===== src/rtl/dacw_pkg.sv =====
package dacw_pkg;

  typedef enum logic [1:0] {
    ST_IDLE  = 2'd0,
    ST_PULSE = 2'd1,
    ST_SHIFT = 2'd2,
    ST_TAIL  = 2'd3
  } wr_state_t;

  localparam int WORD_W = 24;

endpackage


===== src/rtl/dacw_rst_sync.sv =====
module dacw_rst_sync (
  input  logic clk,
  input  logic rst_n,
  output logic rst_sync_n
);

  logic [1:0] stage_q;

  always_ff @(posedge clk or negedge rst_n) begin
    if (!rst_n) begin
      stage_q <= 2'b00;
    end else begin
      stage_q <= {stage_q[0], 1'b1};
    end
  end

  assign rst_sync_n = stage_q[1];

endmodule


===== src/rtl/dacw_sclk_gen.sv =====
module dacw_sclk_gen #(
  parameter int HALF_CYC = 2
) (
  input  logic clk,
  input  logic rst_n,
  input  logic run,
  output logic sclk,
  output logic fall_tick,
  output logic rise_tick
);

  localparam int DIV_W = (HALF_CYC > 1) ? $clog2(HALF_CYC) : 1;
  localparam logic [DIV_W-1:0] DIV_LAST = DIV_W'(HALF_CYC - 1);

  logic [DIV_W-1:0] div_q, div_d;
  logic             sclk_q, sclk_d;
  logic             tick;

  assign tick      = run && (div_q == DIV_LAST);
  assign fall_tick = tick && sclk_q;
  assign rise_tick = tick && !sclk_q;

  always_comb begin
    div_d  = div_q;
    sclk_d = sclk_q;
    if (!run) begin
      div_d  = '0;
      sclk_d = 1'b1;
    end else if (tick) begin
      div_d  = '0;
      sclk_d = ~sclk_q;
    end else begin
      div_d  = div_q + DIV_W'(1);
    end
  end

  always_ff @(posedge clk or negedge rst_n) begin
    if (!rst_n) begin
      div_q  <= '0;
      sclk_q <= 1'b1;
    end else begin
      div_q  <= div_d;
      sclk_q <= sclk_d;
    end
  end

  assign sclk = sclk_q;

  // a falling serial edge only happens while the generator runs
  assert_sclk_fall_in_run_R4: assert property (@(posedge clk) disable iff (!rst_n)
    $fell(sclk_q) |-> $past(run));

  // with the generator stopped the clock returns to its resting level
  assert_sclk_rest_high_R4: assert property (@(posedge clk) disable iff (!rst_n)
    !run |=> sclk_q);

endmodule


===== src/rtl/dacw_shifter.sv =====
module dacw_shifter #(
  parameter int WIDTH = 24
) (
  input  logic             clk,
  input  logic             rst_n,
  input  logic             load,
  input  logic [WIDTH-1:0] word,
  input  logic             shift,
  output logic             msb
);

  logic [WIDTH-1:0] sreg_q, sreg_d;

  always_comb begin
    sreg_d = sreg_q;
    if (load) begin
      sreg_d = word;
    end else if (shift) begin
      sreg_d = {sreg_q[WIDTH-2:0], 1'b0};
    end
  end

  always_ff @(posedge clk or negedge rst_n) begin
    if (!rst_n) begin
      sreg_q <= '0;
    end else begin
      sreg_q <= sreg_d;
    end
  end

  assign msb = sreg_q[WIDTH-1];

  // a load presents the top bit of the new word on the next cycle
  assert_load_msb_R1: assert property (@(posedge clk) disable iff (!rst_n)
    load |=> (msb == $past(word[WIDTH-1])));

endmodule


===== src/rtl/dacw_ctrl.sv =====
module dacw_ctrl
  import dacw_pkg::*;
#(
  parameter int SYNC_CYC = 4,
  parameter int BITS     = 24
) (
  input  logic clk,
  input  logic rst_n,
  input  logic req_valid,
  input  logic fall_tick,
  input  logic rise_tick,
  output logic accept,
  output logic ready,
  output logic run,
  output logic sync,
  output logic busy,
  output logic done
);

  localparam int PC_W = (SYNC_CYC > 1) ? $clog2(SYNC_CYC) : 1;
  localparam int BC_W = $clog2(BITS);
  localparam logic [PC_W-1:0] PC_LAST = PC_W'(SYNC_CYC - 1);
  localparam logic [BC_W-1:0] BC_LAST = BC_W'(BITS - 1);

  wr_state_t       state_q, state_d;
  logic [PC_W-1:0] pcnt_q, pcnt_d;
  logic [BC_W-1:0] bcnt_q, bcnt_d;
  logic            sync_q, sync_d;
  logic            busy_q, busy_d;
  logic            done_q, done_d;

  assign ready  = (state_q == ST_IDLE);
  assign accept = ready && req_valid;
  assign run    = (state_q == ST_SHIFT) || (state_q == ST_TAIL);

  always_comb begin
    state_d = state_q;
    pcnt_d  = pcnt_q;
    bcnt_d  = bcnt_q;
    sync_d  = sync_q;
    busy_d  = busy_q;
    done_d  = 1'b0;
    unique case (state_q)
      ST_IDLE: begin
        if (req_valid) begin
          state_d = ST_PULSE;
          pcnt_d  = '0;
          sync_d  = 1'b1;
          busy_d  = 1'b1;
        end
      end
      ST_PULSE: begin
        if (pcnt_q == PC_LAST) begin
          state_d = ST_SHIFT;
          sync_d  = 1'b0;
          bcnt_d  = '0;
        end else begin
          pcnt_d = pcnt_q + PC_W'(1);
        end
      end
      ST_SHIFT: begin
        if (fall_tick) begin
          if (bcnt_q == BC_LAST) begin
            state_d = ST_TAIL;
            busy_d  = 1'b0;
            done_d  = 1'b1;
          end else begin
            bcnt_d = bcnt_q + BC_W'(1);
          end
        end
      end
      ST_TAIL: begin
        if (rise_tick) begin
          state_d = ST_IDLE;
        end
      end
      default: state_d = ST_IDLE;
    endcase
  end

  always_ff @(posedge clk or negedge rst_n) begin
    if (!rst_n) begin
      state_q <= ST_IDLE;
      pcnt_q  <= '0;
      bcnt_q  <= '0;
      sync_q  <= 1'b0;
      busy_q  <= 1'b0;
      done_q  <= 1'b0;
    end else begin
      state_q <= state_d;
      pcnt_q  <= pcnt_d;
      bcnt_q  <= bcnt_d;
      sync_q  <= sync_d;
      busy_q  <= busy_d;
      done_q  <= done_d;
    end
  end

  assign sync = sync_q;
  assign busy = busy_q;
  assign done = done_q;

  // an accepted request raises frame-select and busy on the next cycle
  assert_accept_starts_pulse_R3: assert property (@(posedge clk) disable iff (!rst_n)
    accept |=> (sync_q && busy_q));

  // frame-select is low whenever the controller rests
  assert_sync_low_idle_R3: assert property (@(posedge clk) disable iff (!rst_n)
    (state_q == ST_IDLE) |-> !sync_q);

  // no acceptance while a transfer is running
  assert_no_accept_busy_R6: assert property (@(posedge clk) disable iff (!rst_n)
    busy_q |-> !accept);

  // done lasts one cycle and never overlaps busy
  assert_done_single_R7: assert property (@(posedge clk) disable iff (!rst_n)
    done_q |=> !done_q);
  assert_done_not_busy_R7: assert property (@(posedge clk) disable iff (!rst_n)
    done_q |-> !busy_q);

  // done follows a falling serial edge seen in the cycle before
  assert_done_after_fall_R7: assert property (@(posedge clk) disable iff (!rst_n)
    $rose(done_q) |-> $past(fall_tick));

endmodule


===== src/rtl/dac_frame_writer.sv =====
module dac_frame_writer #(
  parameter int CLK_PERIOD_PS     = 10000,
  parameter int SYNC_MIN_HIGH_PS  = 33000,
  parameter int SCLK_HALF_CYC     = 2,
  parameter int CODE_W            = 16,
  parameter int MODE_W            = 2
) (
  input  logic              clk,
  input  logic              rst_n,
  input  logic              req_valid,
  input  logic [CODE_W-1:0] req_code,
  input  logic [MODE_W-1:0] req_mode,
  output logic              req_ready,
  output logic              busy,
  output logic              done,
  output logic              dac_sync,
  output logic              dac_sclk,
  output logic              dac_din
);

  localparam int WORD_W        = dacw_pkg::WORD_W;
  localparam int PAD_W         = WORD_W - MODE_W - CODE_W;
  localparam int SYNC_HIGH_RAW = (SYNC_MIN_HIGH_PS + CLK_PERIOD_PS - 1) / CLK_PERIOD_PS;
  localparam int SYNC_HIGH_CYC = (SYNC_HIGH_RAW < 1) ? 1 : SYNC_HIGH_RAW;

  logic              rst_sync_n;
  logic              accept;
  logic              run;
  logic              fall_tick;
  logic              rise_tick;
  logic [WORD_W-1:0] word;

  assign word = {{PAD_W{1'b0}}, req_mode, req_code};

  dacw_rst_sync u_rst_sync (
    .clk        (clk),
    .rst_n      (rst_n),
    .rst_sync_n (rst_sync_n)
  );

  dacw_ctrl #(
    .SYNC_CYC (SYNC_HIGH_CYC),
    .BITS     (WORD_W)
  ) u_ctrl (
    .clk       (clk),
    .rst_n     (rst_sync_n),
    .req_valid (req_valid),
    .fall_tick (fall_tick),
    .rise_tick (rise_tick),
    .accept    (accept),
    .ready     (req_ready),
    .run       (run),
    .sync      (dac_sync),
    .busy      (busy),
    .done      (done)
  );

  dacw_sclk_gen #(
    .HALF_CYC (SCLK_HALF_CYC)
  ) u_sclk_gen (
    .clk       (clk),
    .rst_n     (rst_sync_n),
    .run       (run),
    .sclk      (dac_sclk),
    .fall_tick (fall_tick),
    .rise_tick (rise_tick)
  );

  dacw_shifter #(
    .WIDTH (WORD_W)
  ) u_shifter (
    .clk   (clk),
    .rst_n (rst_sync_n),
    .load  (accept),
    .word  (word),
    .shift (rise_tick),
    .msb   (dac_din)
  );

  // data hold while the serial clock stays low
  assert_din_stable_low_R5: assert property (@(posedge clk) disable iff (!rst_sync_n)
    (!dac_sclk && $past(!dac_sclk)) |-> $stable(dac_din));

  // no serial clock activity while frame-select is high
  assert_sclk_high_in_pulse_R4: assert property (@(posedge clk) disable iff (!rst_sync_n)
    dac_sync |-> dac_sclk);

endmodule


===== config.mk =====
export PLATFORM = sky130hd
export DESIGN_NAME = dac_frame_writer
export DESIGN_NICKNAME = d
export VERILOG_FILES = /design/src/rtl/dacw_pkg.sv /design/src/rtl/dacw_rst_sync.sv /design/src/rtl/dacw_sclk_gen.sv /design/src/rtl/dacw_shifter.sv /design/src/rtl/dacw_ctrl.sv /design/src/rtl/dac_frame_writer.sv
export SDC_FILE = /design/constraint.sdc
export NUM_CORES = 1
export LEC_CHECK = 0
export CAP_MARGIN = 10
export CORE_UTILIZATION = 58
export DETAILED_ROUTE_END_ITERATION = 10
export PLACE_DENSITY = 0.9
export SYNTH_ARGS = -nofsm -noshare
export SYNTH_HDL_FRONTEND = slang
export SYNTH_SLANG_ARGS = --single-unit
export TNS_END_PERCENT = 5

===== constraint.sdc =====
create_clock -name clk -period 2.36 [get_ports clk]
set_clock_uncertainty 0.05 [all_clocks]
set_input_delay 0.354 -clock clk [delete_from_list [all_inputs] [get_ports clk]]
set_output_delay 0.354 -clock clk [all_outputs]
set_load 0.02 [all_outputs]

* After elaboration in Yosys (flattened, before gate mapping) *
Index checks and enable logic that the tools add are counted.

operators by class
  add/sub/neg operators = 3
  equality and inequality tests = 13
  muxes and demuxes = 28
  bitwise operators = 1
  reduce and logical (&&, ||, !) cells = 16

operators by type and width
  cell                                                                      count
  24-bit 2-to-1 mux                                                         2
  5-bit 2-to-1 mux                                                          3
  2-bit 2-to-1 mux                                                          7
  2-bit inequality test (second input constant)                             7
  1-bit 2-to-1 mux                                                          11
  5-bit case mux with 2 select lines                                        1
  2-bit case mux with 4 select lines                                        1
  4-bit AND reduction                                                       2
  2-bit nonzero test                                                        4
  2-bit == test (second input constant)                                     3
  3-bit AND reduction                                                       2
  5-bit by 1-bit adder with 5-bit output (second input constant)            1
  5-bit == test (second input constant)                                     1
  5-bit AND reduction                                                       1
  1-bit logical AND                                                         4
  1-bit case mux with 2 select lines                                        2
  2-bit case mux with 2 select lines                                        1
  2-bit by 1-bit adder with 2-bit output (second input constant)            1
  2-bit by 1-bit == test with 1-bit output (second input constant)          1
  2-bit zero test                                                           1
  2-bit by 1-bit inequality test with 1-bit output (second input constant)  1
  1-bit adder (second input constant)                                       1
  1-bit zero test                                                           1
  1-bit logical OR                                                          1
  1-bit NOT                                                                 1

storage, ports and cells
  flip-flop bits (word level) = 40
  input bits = 21
  output and inout port bits = 6
  word-level logic and storage cells = 71

* Longest topological paths before layout *
  depth after elaboration = 6
  depth in mapped cells = 7
  depth with buffers taken out = 6

* By module *
From an unflattened synthesis, not the netlist that was laid out.

second synthesis, totals
  cell total of the unflattened synthesis = 195
  area, all modules = 2042.0 um^2

by module, submodules not included
  module            instances  cells each  area an instance (um^2)  sequential area each (um^2)
  dacw_shifter      1          104         1124.8                   600.6
  dacw_ctrl         1          79          772.0                    300.3
  dacw_sclk_gen     1          8           87.6                     51.3
  dacw_rst_sync     1          3           53.8                     50.0
  dac_frame_writer  1          1           3.8                      0.0

* Worst setup path after synthesis *
OpenSTA, ideal clock, no wires.

  path type = register to register
  start = register u_ctrl.state_q[0]
  end = register u_ctrl.state_q[1]
  setup time = 125 ps
  arrival = 1518 ps
  required time = 2185 ps
  setup slack = 667 ps
  stages on the path, launching flop included = 7
  buffers on the path = 0
  clock period less this slack = 1693 ps
  path through = dfrtp_1 > inv_1 > ha_1 > nor2b_1 > a21oi_2 > nand3_2 > mux2_4

on the way
  elaborated cells between the ends (all ways) = 15
  those cells by class = 8 x eq/ne; 1 x mux; 6 x reduce/logical

RTL lines
  what                                    RTL line                text
  start: declaration                      dacw_ctrl.sv:25         wr_state_t state_q, state_d;
  start signal: assignment                dacw_ctrl.sv:90         state_q <= state_d;
  2-bit zero test *                       -
  net req_ready                           dac_frame_writer.sv:13  output logic req_ready,
  2-bit inequality test (no source line)  -
  5-bit AND reduction (no source line)    -

Mark *: on every way through the listed nets, which the timed path passes. The rest lies on a longest branch.
A chain may end at the register's enable or synchronous reset.

* Final worst setup path *
  start = register u_ctrl.state_q[0]
  end = output req_ready

on the way
  word-level cells in the longest chain between the ends = 1

ends and longest elaborated chain
  what              RTL line                text
  2-bit zero test   dacw_ctrl.sv:32         assign ready = (state_q == ST_IDLE);
  end: declaration  dac_frame_writer.sv:13

Every way passes these cells.

==> impl_metrics.json <==
{
  "p_total_uw": 1270,
  "netlist_instances": 185,
  "avgViaCountPerCell": 5.61,
  "p_comb_share_pct": 3.8,
  "cp-end-kind": "output port",
  "critPathRequiredTime_ps": 1960,
  "switching_share_pct": 17.8,
  "rrSetupSlack_ps": 540,
  "vias": 1442,
  "seq_area_frac_synth_pct": 50.9,
  "ir_drop_mv": 0.433,
  "post-cts-setup-buffers": 0,
  "ys.flop_type": "dfrtp_1",
  "setup_tns_ps": 0,
  "wl_met2_um": 1890,
  "final-hold-violation-count": 0,
  "area_growth_pct": 19.2,
  "syn_nets": 212,
  "r2r_cells": 6,
  "port_buffers": 26,
  "p_seq_share_pct": 54.2,
  "worst_pin_slew_ps": 501,
  "cts.sinks": 40,
  "synth_warnings": 0,
  "avgSynthCellArea_sq_um": 10.7,
  "worstPathArrival_ps": 1780,
  "grt_max_degree": 45,
  "die_w_um": 60.3,
  "cp-endpoint": "req_ready",
  "multi_input_comb_area_sq_um": 896,
  "p_int_uw": 1040,
  "clk_pin_slew_worst_paths_ps": 110,
  "dieArea_sq_mm": 0.00363,
  "post_cts_resized": 0,
  "dr.pass1.iters": 4,
  "yosysTopAreaCell": "dfrtp_1",
  "fill_cells": 218,
  "worstPathMaxFanout": 6,
  "ios": 27,
  "slew_headroom_pct": 66.6,
  "p_leak_uw": 0.000925,
  "grt_overflow": 0,
  "report.final.slew_viol_count": 0,
  "grt_pass1_wl_um": 6040,
  "r2r_start": "u_ctrl.state_q[0]",
  "rsz0062_at_grt": "false",
  "root_buffer": "clkbuf_4",
  "synth_seq_cells": 40,
  "grt_use_total_pct": 23.4,
  "cts_htree_levels": 2,
  "drtAntennaViolNets": 0,
  "gp_congestion": 0.796,
  "hp-class": "in2async",
  "status": "completed",
  "place_area_sq_mm": 0.00225,
  "rows": 20,
  "power.switching_uw": 226,
  "yosysMostFrequentCell": "dfrtp_1",
  "stdcell_area_sq_mm": 0.00235,
  "p_clk_share_pct": 42.0,
  "placed_cells": 250,
  "core_sq_mm": 0.00313,
  "numCtsBuffers": 5,
  "synth_edf_count": 0,
  "start_util_pct": 63.0,
  "clk_path_buf_depth": 2,
  "ys_types": 37,
  "worstSetupStartpointType": "flop",
  "finalNonFillerCells": 257,
  "crit_type": "reg2out",
  "grt_pass1_vias": 1458,
  "synth.area.top_cells": "dfrtp_1, mux2i_1, nand2_1",
  "final_nets": 240,
  "netlist_area_sq_mm": 0.00197,
  "ff_latch_area_sq_mm": 0.00100,
  "crit_start": "u_ctrl.state_q[0]",
  "cts_tree": "yes",
  "hold_buffers": 0,
  "top_layer": "met4",
  "dpl.hpwl_um": 2590,
  "drive_gt1_share_pct": 9.86,
  "timing.hold.ws_ps": 96.0,
  "fin_crit_sh_pct": 92.7,
  "avgRoutedWirePerCell_um": 14.3,
  "ys_top_cells_by_count": "dfrtp_1, nand2_1, mux2i_1",
  "max_freq_mhz": 457,
  "diodes": 0,
  "powerDensity_mw_per_mm2": 539,
  "synth_top_cell_area_share_pct": 49.5,
  "insertion_delay_ps": 350,
  "synth_async_sr_flop_share_pct": 100,
  "drc": 0,
  "wl_met3_um": 149,
  "drtIter0Drc": 79,
  "routed_wl_um": 3670,
  "die_h_um": 60.3,
  "antenna_found_initial": 0,
  "wl_met1_um": 1570,
  "maxCapViolations": 0,
  "rr_endpoint": "u_shifter.sreg_q[10]",
  "period_needed_ps": 2190,
  "finalSetupViolations": 0
}
==> critical path: stages, from the launching register on <==
cell and delay [ps]:
dfrtp_1 420, inv_1 120, ha_1 260, clkdlybuf4s50_1 640
==> stage by stage <==
stage	setup WS (ps)	utilization [%]
finish	173	75.1
global route	84.5	75.1
CTS	159	75.1
detailed placement	576	72.0
global placement	635	72.0
floorplan	667	-
==> cell families after synthesis <==
logic type / count (synthesis) / synth area share [%]
DFF: 40 / 50.9
AOI/OAI and AO/OA: 44 / 14.2
and+or+nand+nor: 57 / 14.4
buffers and inverters: 12 / 3.68
muxes: 24 / 12.4
other: 1 / 0.190
adders and majority gates: 6 / 3.81
xor gates and xnor gates: 1 / 0.445
==> routing by layer <==
| metal | vias to the layer above | GRT usage, % |
|---|---|---|
| met5 | - | 0 |
| met4 | 0 | 12.0 |
| met3 | 5 | 7.36 |
| met2 | 26 | 39.7 |
| met1 | 708 | 26.1 |
| li1 | 703 | - |
==> how the worst min path moves through the flow <==
| stage | to | from | cells after the start |
|---|---|---|---|
| after floorplan | u_rst_sync.stage_q[0] | rst_n | 0 |
| after global placement | u_ctrl.bcnt_q[1] | u_rst_sync.stage_q[1] | 1 |
| after detailed placement | u_shifter.sreg_q[3] | u_rst_sync.stage_q[1] | 1 |
| after CTS | u_rst_sync.stage_q[1] | rst_n | 1 |
| after global routing | u_rst_sync.stage_q[1] | rst_n | 1 |
| final | u_rst_sync.stage_q[1] | rst_n | 1 |
==> registers in the layout, summed over array words and instances (netlist names) <==
signal	count
u_ctrl.bcnt_q	5
u_ctrl.busy	1
u_ctrl.done	1
u_ctrl.pcnt_q	2
u_ctrl.state_q	2
u_ctrl.sync	1
u_rst_sync.stage_q	2
u_sclk_gen.div_q	1
u_sclk_gen.sclk	1
u_shifter.sreg_q	24
==> placed cells by master, fill, tap and decap left out, drive strengths merged, types with 2 or more instances in the layout <==
cell type and instances:
nand3 3, nand2 28, mux2i 23, inv 4, buf 3, and2 2, dfrtp 39, bufinv 2
clkdlybuf4s50 26, nor2 13, clkbuf 5, nor3 4, a21oi 4, a22o 6, ha 6, o21ai 29
nand2b 3
==> power groups by stage <==
stage               Sequential (uW)  Combinational [uW]  Clock, uW
floorplan                       710               0.738          0
global placement                700                47.8          0
detailed placement              701                48.7          0
CTS                             687                49.1        550
global route                    688                53.2        577
finish                          687                47.7        532
==> final cells by class <==
class	instances	share of cell area, %
inverter	4	0.639
sequential	40	42.7
clock buffer	5	1.60
timing repair buffer	29	12.0
tap	44	2.34
multi-input combinational	133	38.1
clock inverter	2	2.56
(Power assumes the default switching activity.)
